[src/rtl/nand_seq_pkg.sv]
package nand_seq_pkg;

    typedef enum logic [2:0] {
        OP_READ   = 3'd0,
        OP_PROG   = 3'd1,
        OP_ERASE  = 3'd2,
        OP_RESET  = 3'd3,
        OP_ID     = 3'd4,
        OP_STATUS = 3'd5
    } op_e;

    typedef enum logic [3:0] {
        ST_IDLE,
        ST_CMD,
        ST_ADDR,
        ST_CONFIRM,
        ST_BUSY_WAIT,
        ST_STAT_CMD,
        ST_STAT_READ,
        ST_REARM,
        ST_XFER,
        ST_ID_READ,
        ST_FINISH,
        ST_FAIL
    } st_e;

    localparam logic [7:0] CMD_RD_SETUP = 8'h00;
    localparam logic [7:0] CMD_RD_GO    = 8'h30;
    localparam logic [7:0] CMD_PG_SETUP = 8'h80;
    localparam logic [7:0] CMD_PG_GO    = 8'h10;
    localparam logic [7:0] CMD_ER_SETUP = 8'h60;
    localparam logic [7:0] CMD_ER_GO    = 8'hD0;
    localparam logic [7:0] CMD_STATUS   = 8'h70;
    localparam logic [7:0] CMD_ID       = 8'h90;
    localparam logic [7:0] CMD_RESET    = 8'hFF;

    localparam int STAT_READY_BIT = 6;

    function automatic logic [7:0] setup_cmd(input logic [2:0] op);
        case (op)
            OP_PROG:  return CMD_PG_SETUP;
            OP_ERASE: return CMD_ER_SETUP;
            OP_RESET: return CMD_RESET;
            OP_ID:    return CMD_ID;
            default:  return CMD_RD_SETUP;
        endcase
    endfunction

    function automatic logic [7:0] confirm_cmd(input logic [2:0] op);
        case (op)
            OP_PROG:  return CMD_PG_GO;
            OP_ERASE: return CMD_ER_GO;
            default:  return CMD_RD_GO;
        endcase
    endfunction

endpackage

[src/rtl/nand_strobe_timer.sv]
module nand_strobe_timer #(
    parameter int TW = 4
) (
    input  logic          clk,
    input  logic          rst_n,
    input  logic          start,
    input  logic          rd_sel,
    input  logic [TW-1:0] width,
    output logic          we_low,
    output logic          re_low,
    output logic          sample,
    output logic          done
);

    typedef enum logic [1:0] {PH_IDLE, PH_LOW, PH_HIGH} ph_e;

    localparam logic [TW-1:0] ONE = {{(TW-1){1'b0}}, 1'b1};

    ph_e           ph;
    logic [TW-1:0] cnt;
    logic          rd_q;
    logic [TW-1:0] w_eff;

    assign w_eff = (width == '0) ? ONE : width;

    always_ff @(posedge clk or negedge rst_n) begin
        if (!rst_n) begin
            ph   <= PH_IDLE;
            cnt  <= '0;
            rd_q <= 1'b0;
        end else begin
            unique case (ph)
                PH_IDLE: if (start) begin
                    ph   <= PH_LOW;
                    cnt  <= w_eff - ONE;
                    rd_q <= rd_sel;
                end
                PH_LOW: if (cnt == '0) begin
                    ph  <= PH_HIGH;
                    cnt <= w_eff - ONE;
                end else begin
                    cnt <= cnt - ONE;
                end
                PH_HIGH: if (cnt == '0) ph <= PH_IDLE;
                         else           cnt <= cnt - ONE;
                default: ph <= PH_IDLE;
            endcase
        end
    end

    assign we_low = (ph == PH_LOW) && !rd_q;
    assign re_low = (ph == PH_LOW) &&  rd_q;
    assign sample = (ph == PH_LOW)  && (cnt == '0);
    assign done   = (ph == PH_HIGH) && (cnt == '0);


    start_idle_chk: assert property (@(posedge clk) disable iff (!rst_n)
        start |-> ph == PH_IDLE);


    cnt_bound_chk: assert property (@(posedge clk) disable iff (!rst_n)
        (ph != PH_IDLE) |-> cnt < w_eff);

endmodule

[src/rtl/nand_addr_gen.sv]
module nand_addr_gen
    import nand_seq_pkg::*;
#(
    parameter int ROW_W     = 24,
    parameter int COL_SPARE = 2048
) (
    input  logic [2:0]       op,
    input  logic [2:0]       idx,
    input  logic [ROW_W-1:0] page,
    input  logic             spare_only,
    output logic [7:0]       abyte,
    output logic [2:0]       acount
);

    logic [15:0] col;
    logic [23:0] row;

    assign col = spare_only ? 16'(COL_SPARE) : 16'h0000;
    assign row = 24'(page);

    always_comb begin
        abyte  = 8'h00;
        acount = 3'd1;
        if (op == OP_READ || op == OP_PROG) begin
            acount = 3'd5;
            case (idx)
                3'd0:    abyte = col[7:0];
                3'd1:    abyte = col[15:8];
                3'd2:    abyte = row[7:0];
                3'd3:    abyte = row[15:8];
                default: abyte = row[23:16];
            endcase
        end else if (op == OP_ERASE) begin
            acount = 3'd3;
            case (idx)
                3'd0:    abyte = row[7:0];
                3'd1:    abyte = row[15:8];
                default: abyte = row[23:16];
            endcase
        end
    end

endmodule

[src/rtl/nand_cmd_seq.sv]
module nand_cmd_seq
    import nand_seq_pkg::*;
#(
    parameter int BANKS       = 4,
    parameter int ROW_W       = 24,
    parameter int TW          = 4,
    parameter int DATA_BYTES  = 2048,
    parameter int SPARE_BYTES = 64,
    parameter int POLL_LIMIT  = 16384,
    parameter int RB_TIMEOUT  = 262144
) (
    input  logic                  clk,
    input  logic                  rst_n,
    input  logic                  req_valid,
    input  logic [2:0]            req_op,
    input  logic [1:0]            req_bank,
    input  logic [ROW_W-1:0]      req_page,
    input  logic                  req_spare_only,
    input  logic [BANKS*TW-1:0]   strobe_cfg,
    output logic                  req_ready,
    output logic                  done,
    output logic                  error,
    output logic [31:0]           id_word,
    output logic                  fifo_flush,
    input  logic [7:0]            wr_data,
    output logic                  wr_pop,
    output logic [7:0]            rd_data,
    output logic                  rd_valid,
    output logic [BANKS-1:0]      nand_ce_n,
    output logic                  nand_cle,
    output logic                  nand_ale,
    output logic                  nand_we_n,
    output logic                  nand_re_n,
    output logic [7:0]            nand_dq_out,
    output logic                  nand_dq_oe,
    input  logic [7:0]            nand_dq_in,
    input  logic [BANKS-1:0]      nand_rb
);

    localparam int CW  = $clog2(DATA_BYTES + SPARE_BYTES + 1);
    localparam int PW  = $clog2(POLL_LIMIT + 1);
    localparam int TOW = $clog2(RB_TIMEOUT + 1);
    localparam logic [CW-1:0] LEN_FULL  = CW'(DATA_BYTES + SPARE_BYTES);
    localparam logic [CW-1:0] LEN_SPARE = CW'(SPARE_BYTES);

    st_e              state, state_nx;
    logic [2:0]       op_q;
    logic [1:0]       bank_q;
    logic [ROW_W-1:0] page_q;
    logic             spare_q;
    logic [TW-1:0]    width_q;
    logic             launched;
    logic [CW-1:0]    idx;
    logic [PW-1:0]    poll_cnt;
    logic [TOW-1:0]   tmo_cnt;
    logic             stat_rdy;
    logic [31:0]      id_q;
    logic [7:0]       rd_q;
    logic             rd_v;

    logic             bus_state, tmr_start, tmr_rd, tmr_sample, tmr_done;
    logic             we_low, re_low;
    logic [7:0]       abyte;
    logic [2:0]       acount;
    logic [CW-1:0]    xfer_len;

    assign xfer_len  = spare_q ? LEN_SPARE : LEN_FULL;
    assign bus_state = state inside {ST_CMD, ST_ADDR, ST_CONFIRM, ST_STAT_CMD,
                                     ST_STAT_READ, ST_REARM, ST_XFER, ST_ID_READ};
    assign tmr_start = bus_state && !launched;
    assign tmr_rd    = (state == ST_STAT_READ) || (state == ST_ID_READ) ||
                       (state == ST_XFER && op_q == OP_READ);

    nand_strobe_timer #(.TW(TW)) u_timer (
        .clk    (clk),
        .rst_n  (rst_n),
        .start  (tmr_start),
        .rd_sel (tmr_rd),
        .width  (width_q),
        .we_low (we_low),
        .re_low (re_low),
        .sample (tmr_sample),
        .done   (tmr_done)
    );

    nand_addr_gen #(.ROW_W(ROW_W), .COL_SPARE(DATA_BYTES)) u_addr (
        .op         (op_q),
        .idx        (idx[2:0]),
        .page       (page_q),
        .spare_only (spare_q),
        .abyte      (abyte),
        .acount     (acount)
    );

    // next-state logic
    always_comb begin
        state_nx = state;
        unique case (state)
            ST_IDLE: if (req_valid) begin
                if (req_op > OP_STATUS)       state_nx = ST_FAIL;
                else if (req_op == OP_STATUS) state_nx = ST_STAT_CMD;
                else                          state_nx = ST_CMD;
            end
            ST_CMD: if (tmr_done)
                state_nx = (op_q == OP_RESET) ? ST_BUSY_WAIT : ST_ADDR;
            ST_ADDR: if (tmr_done && idx == CW'(acount - 3'd1)) begin
                if (op_q == OP_PROG)    state_nx = ST_XFER;
                else if (op_q == OP_ID) state_nx = ST_ID_READ;
                else                    state_nx = ST_CONFIRM;
            end
            ST_CONFIRM:   if (tmr_done) state_nx = ST_STAT_CMD;
            ST_STAT_CMD:  if (tmr_done) state_nx = ST_STAT_READ;
            ST_STAT_READ: if (tmr_done) begin
                if (stat_rdy)                              state_nx = ST_REARM;
                else if (poll_cnt == PW'(POLL_LIMIT - 1))  state_nx = ST_FAIL;
            end
            ST_REARM: if (tmr_done)
                state_nx = (op_q == OP_READ) ? ST_XFER : ST_FINISH;
            ST_XFER: if (tmr_done && idx == xfer_len - CW'(1))
                state_nx = (op_q == OP_READ) ? ST_FINISH : ST_CONFIRM;
            ST_ID_READ: if (tmr_done && idx == CW'(3)) state_nx = ST_FINISH;
            ST_BUSY_WAIT: begin
                if (nand_rb[bank_q])                       state_nx = ST_FINISH;
                else if (tmo_cnt == TOW'(RB_TIMEOUT - 1))  state_nx = ST_FAIL;
            end
            ST_FINISH: state_nx = ST_IDLE;
            ST_FAIL:   state_nx = ST_IDLE;
            default:   state_nx = ST_IDLE;
        endcase
    end

    // state register and datapath
    always_ff @(posedge clk or negedge rst_n) begin
        if (!rst_n) begin
            state    <= ST_IDLE;
            op_q     <= 3'd0;
            bank_q   <= 2'd0;
            page_q   <= '0;
            spare_q  <= 1'b0;
            width_q  <= '0;
            launched <= 1'b0;
            idx      <= '0;
            poll_cnt <= '0;
            tmo_cnt  <= '0;
            stat_rdy <= 1'b0;
            id_q     <= '0;
            rd_q     <= '0;
            rd_v     <= 1'b0;
        end else begin
            state <= state_nx;
            if (state == ST_IDLE && req_valid) begin
                op_q    <= req_op;
                bank_q  <= req_bank;
                page_q  <= req_page;
                spare_q <= req_spare_only;
                width_q <= strobe_cfg[req_bank*TW +: TW];
                id_q    <= '0;
            end
            if (tmr_start)     launched <= 1'b1;
            else if (tmr_done) launched <= 1'b0;
            if (state_nx != state) idx <= '0;
            else if (tmr_done)     idx <= idx + CW'(1);
            if (state == ST_IDLE)                        poll_cnt <= '0;
            else if (state == ST_STAT_READ && tmr_done)  poll_cnt <= poll_cnt + PW'(1);
            tmo_cnt <= (state == ST_BUSY_WAIT) ? tmo_cnt + TOW'(1) : '0;
            if (tmr_sample) stat_rdy <= nand_dq_in[STAT_READY_BIT];
            if (tmr_sample && state == ST_ID_READ) id_q[idx[1:0]*8 +: 8] <= nand_dq_in;
            rd_v <= tmr_sample && state == ST_XFER && op_q == OP_READ;
            if (tmr_sample && state == ST_XFER) rd_q <= nand_dq_in;
        end
    end

    // outputs
    always_comb begin
        nand_ce_n   = '1;
        nand_cle    = 1'b0;
        nand_ale    = 1'b0;
        nand_dq_out = 8'h00;
        if (bus_state || state == ST_BUSY_WAIT)
            nand_ce_n = ~(BANKS'(1) << bank_q);
        unique case (state)
            ST_CMD:      begin nand_cle = 1'b1; nand_dq_out = setup_cmd(op_q);   end
            ST_CONFIRM:  begin nand_cle = 1'b1; nand_dq_out = confirm_cmd(op_q); end
            ST_STAT_CMD: begin nand_cle = 1'b1; nand_dq_out = CMD_STATUS;        end
            ST_REARM:    begin nand_cle = 1'b1; nand_dq_out = CMD_RD_SETUP;      end
            ST_ADDR:     begin nand_ale = 1'b1; nand_dq_out = abyte;             end
            ST_XFER:     nand_dq_out = (op_q == OP_PROG) ? wr_data : 8'h00;
            default:     nand_dq_out = 8'h00;
        endcase
        nand_dq_oe = nand_cle || nand_ale || (state == ST_XFER && op_q == OP_PROG);
        nand_we_n  = !we_low;
        nand_re_n  = !re_low;
        req_ready  = (state == ST_IDLE);
        done       = (state == ST_FINISH) || (state == ST_FAIL);
        error      = (state == ST_FAIL);
        fifo_flush = (state == ST_FINISH) && (op_q == OP_RESET);
        wr_pop     = (state == ST_XFER) && (op_q == OP_PROG) && tmr_done;
        id_word    = id_q;
        rd_data    = rd_q;
        rd_valid   = rd_v;
    end


    cle_ale_excl_chk: assert property (@(posedge clk) disable iff (!rst_n)
        !(nand_cle && nand_ale));


    we_re_excl_chk: assert property (@(posedge clk) disable iff (!rst_n)
        !(!nand_we_n && !nand_re_n));


    ce_onehot_chk: assert property (@(posedge clk) disable iff (!rst_n)
        $onehot0(~nand_ce_n));


    done_ce_idle_chk: assert property (@(posedge clk) disable iff (!rst_n)
        done |-> &nand_ce_n);


    err_with_done_chk: assert property (@(posedge clk) disable iff (!rst_n)
        error |-> done);


    done_pulse_chk: assert property (@(posedge clk) disable iff (!rst_n)
        done |=> !done);


    rd_valid_op_chk: assert property (@(posedge clk) disable iff (!rst_n)
        rd_valid |-> (op_q == OP_READ) && !done);

endmodule

[config.mk]
export PLATFORM = sky130hd
export DESIGN_NAME = nand_cmd_seq
export DESIGN_NICKNAME = d
export VERILOG_FILES = /design/src/rtl/nand_seq_pkg.sv /design/src/rtl/nand_strobe_timer.sv /design/src/rtl/nand_addr_gen.sv /design/src/rtl/nand_cmd_seq.sv
export SDC_FILE = /design/constraint.sdc
export NUM_CORES = 1
export LEC_CHECK = 0
export ABC_CLOCK_PERIOD_IN_PS = 3500
export BUFFER_PORTS_ARGS = -buffer_cell sky130_fd_sc_hd__buf_2
export CAP_MARGIN = 20
export CORE_ASPECT_RATIO = 0.75
export CORE_UTILIZATION = 55
export DETAILED_ROUTE_END_ITERATION = 12
export GPL_TIMING_DRIVEN = 0
export HOLD_SLACK_MARGIN = 0.05
export PLACE_DENSITY = 0.9
export SYNTH_ARGS = -nofsm -noshare
export SYNTH_HDL_FRONTEND = slang
export SYNTH_SLANG_ARGS = --single-unit
[constraint.sdc]
create_clock -name clk -period 3.5 [get_ports clk]
set_clock_uncertainty 0.15 [all_clocks]
set_input_delay 0.175 -clock clk [delete_from_list [all_inputs] [get_ports clk]]
set_output_delay 0.175 -clock clk [all_outputs]
set_load 0.02 [all_outputs]
==> summary.md <==
| Metric | Value |
|---|---|
| Synthesis Warnings | `0` |
| CP endpoint kind | `primary output` |
| Layout area overhead | `26.5%` |
| Arr. time, crit path | `between 3 and 4 ns` |
| Max IR drop VDD | `477 uV` |
| #FFs+latches synth | `134` |
| CP peak stage delay | `about 0.51 ns` |
| Vias in the first global route | `roughly 6700` |
| Status | `finished, final reports clean` |
| Worst slew margin | `between 30% and 40%` |
| Placed inst area | `0.00802 sq mm` |
| Hold WC Path Type | `in -> reg` |
| R2R cell count | `11` |
| Slew Viols, Final | `0` |
| CTS tree | `done` |
| Via-to-Cell Ratio | `6.36` |
| Die ar. | `approximately 0.013 sq mm` |
| Final antenna-violating net count | `0` |
| DR vias | `between 6000 and 7000` |
| Startpoint types | `flop` |
| Clock transition at the registers of the reported paths | `about 0.06 ns` |
| Initial DRC count | `just over 900` |
| Number of port buffers | `around 130` |
| Worst path bufs/invs | `2` |
| Post-synth net total | `between 700 and 800` |
| GR Util All Layers | `33.9%` |
| Gate Count Post-Synth | `714` |
| Grt total ovfl | `0` |
| Power per cell area | `approximately 700 mW/mm^2` |
| Routed length per instance | `around 20 um` |
| Core area | `about 0.012 sq mm` |
| Max Cap Viol | `0` |
| P_leak | `roughly 4.0 nW` |
| Slowest CP cell | `dfrtp_1` |
| Largest net degree at the start of global routing | `74` |
| Worst skew pair latency | `about 0.43 ns` |
| DRT Wirelength | `approximately 22 mm` |
| Site Rows | `35` |
| RSZ-0062 raised after global routing | `false` |
| Hold Path Stages | `3` |
| Number of flops mapped to enable cells by yosys | `0` |
| Unique cell type count in the Yosys netlist | `66` |
| CTS root buf | `clkbuf_16` |
| Async SR Flop Fraction | `100%` |
| Clk sink count | `134` |
| Hold Violations, Final | `0` |
| Levels on crit path | `9` |
| Most frequent cells in the layout | `138 x buf_2, 134 x dfrtp_1, 80 x nor2_1, 63 x nand2_1, 43 x o21ai_0` |
| Die height | `a little over 100 um` |
| CP max FO | `8` |
| First drt pass iteration count | `6` |
| HPWL after DPL | `~14 mm` |
| Share of layout cells above drive strength 1 | `25.8%` |
| Top delay family on crit path | `simple AND/OR/NAND/NOR gates` |
| Commonest register cell after synthesis | `dfrtp_1` |
| RD Place Congestion | `roughly 0.94` |
| Initial antenna violation count | `0` |
| Maximum clock frequency | `between 200 and 300 MHz` |
| # nets final | `990` |
| Worst path required time | `3.17 ns` |
| Crit path kind | `reg -> out` |
| CTS buffer count | `17` |
| Min Hold Slack | `approximately 0.065 ns` |
| Setup violations, final | `0` |
| Sum Neg Setup Slack | `0 ns` |
| H-tree Lvls | `4` |
| CP Cell Sequence | `inv_1, ha_1, or3_1, a21oi_4, a222oi_1, o22ai_1, nand2_1, nand3_1, buf_2` |
| Max clock buf depth | `2` |
| Mapped Area | `between 0.007 and 0.008 sq mm` |
| Commonest non-fill, non-tap cell in the layout | `buf_2` |
| First-pass GRT wire length | `34.8 mm` |
| # DRC | `0` |
| Period utilisation layout | `a little over nine tenths` |
| Slew of the pin with the lowest slew margin | `roughly 1 ns` |
| Post-synthesis sequential area ratio | `between 40% and 50%` |
| Mean Syn Cell Area | `~10 sq um` |
| N_diodes | `0` |
| Starting Density | `between 50 and 60%` |
| Post-route cell area | `about 0.009 sq mm` |
| Die W | `about 130 um` |
| I/O pin total | `132` |
| Tmin final | `roughly 3.4 ns` |
-- final timing paths --
path / from / endpoint / slack, ns
max: idx[0] / nand_dq_out[5] / 0.14
min reg2reg: id_word[20] / id_word[20] / 0.35
min in group asynchronous: rst_n / idx[11] / 0.16
max in group asynchronous: rst_n / tmo_cnt[14] / 2.27
min: strobe_cfg[2] / width_q[2] / 0.06
max reg2reg: u_timer.cnt[0] / idx[11] / 0.24
-- routing by layer --
metal | vias to the layer above | part of all wire, % | global-route usage, %
li1 | 2986 | - | -
met1 | 3313 | 39 | 44.3
met2 | 513 | 47 | 54.9
met3 | 93 | 10 | 7.29
met4 | 0 | 3.3 | 14.7
met5 | - | 0 | 0
-- tightest hold or removal path, delay by kind of cell --
family / cells / cell delay (ns)
buffers and inverters: 1 / 0.07
multiplexers: 2 / 0.37
-- per-stage QoR --
| step | power (W) | util [%] | setup slack [ns] | cells |
|---|---|---|---|---|
| after floorplan | 0.00363 | - | 0.890 | 714 |
| after global placement | 0.00420 | 64.2 | 0.318 | 1011 |
| after detailed placement | 0.00429 | 64.5 | 0.198 | 1012 |
| after CTS | 0.00605 | 72.2 | 0.180 | 1084 |
| after global routing | 0.00645 | 72.4 | 0.0153 | 1085 |
| final | 0.00618 | 72.4 | 0.143 | 1085 |
-- cell type report --
cell class	instances	area [sq um]
clock buffer	17	425
sequential	134	3350
clock inverter	15	135
fill	806	3430
inverter	17	63.8
multi-input combinational	529	3580
tap	166	208
timing repair buffer	173	1090
buffer	34	145
-- power breakdown --
group          internal [W]  switching [W]  leakage, nW
Clock              0.000935       0.000787        0.272
Combinational      0.000924        0.00140         2.01
Sequential          0.00185       0.000284         1.76
-- synth_stat cells, drive strengths merged, types with 5 or more instances --
master	count	share of area (%)
dfrtp	134	47
nor2	81	4.3
nand2	63	3.3
o21ai	46	3.2
mux2	42	6.6
nand3	35	2.5
a21oi	33	2.4
xor2	28	3.4
clkbuf	22	1.2
inv	17	0.90
a22o	16	2.0
ha	15	2.6
nand4	15	1.3
buf	12	0.86
nor3	11	0.77
xnor2	11	1.4
nand2b	10	0.88
a22oi	9	0.95
or3	9	0.79
a222oi	8	1.1
nor4	8	1.0
o22ai	8	0.79
nor4b	7	1.1
mux4	5	1.6
nand3b	5	0.53
or2	5	0.44
-- cells by family after synthesis --
group / share of synthesized area (%)
xor+xnor: 4.80
flops: 47.1
fa+ha+maj: 2.64
compound gates: 14.2
buf+inv: 2.92
mux: 8.37
simple gates: 20.0
-- what timing repair did --
action                     4_1_cts  5_1_grt
buffers inserted                 0        0
hold buffers                    40        0
hold endpoints to repair       132        0
setup endpoints to repair        3       14
gates resized for setup          1        4
pin swaps                        0        0
-- registers in the layout (all words and copies together), names as in the netlist, 2 cells and up --
name / count
idx: 12
bank_q: 2
u_timer.ph: 2
page_q: 24
rd_data: 8
u_timer.cnt: 4
tmo_cnt: 19
width_q: 4
state: 4
id_word: 32
poll_cnt: 15
op_q: 3
(Power assumes the default switching activity.)
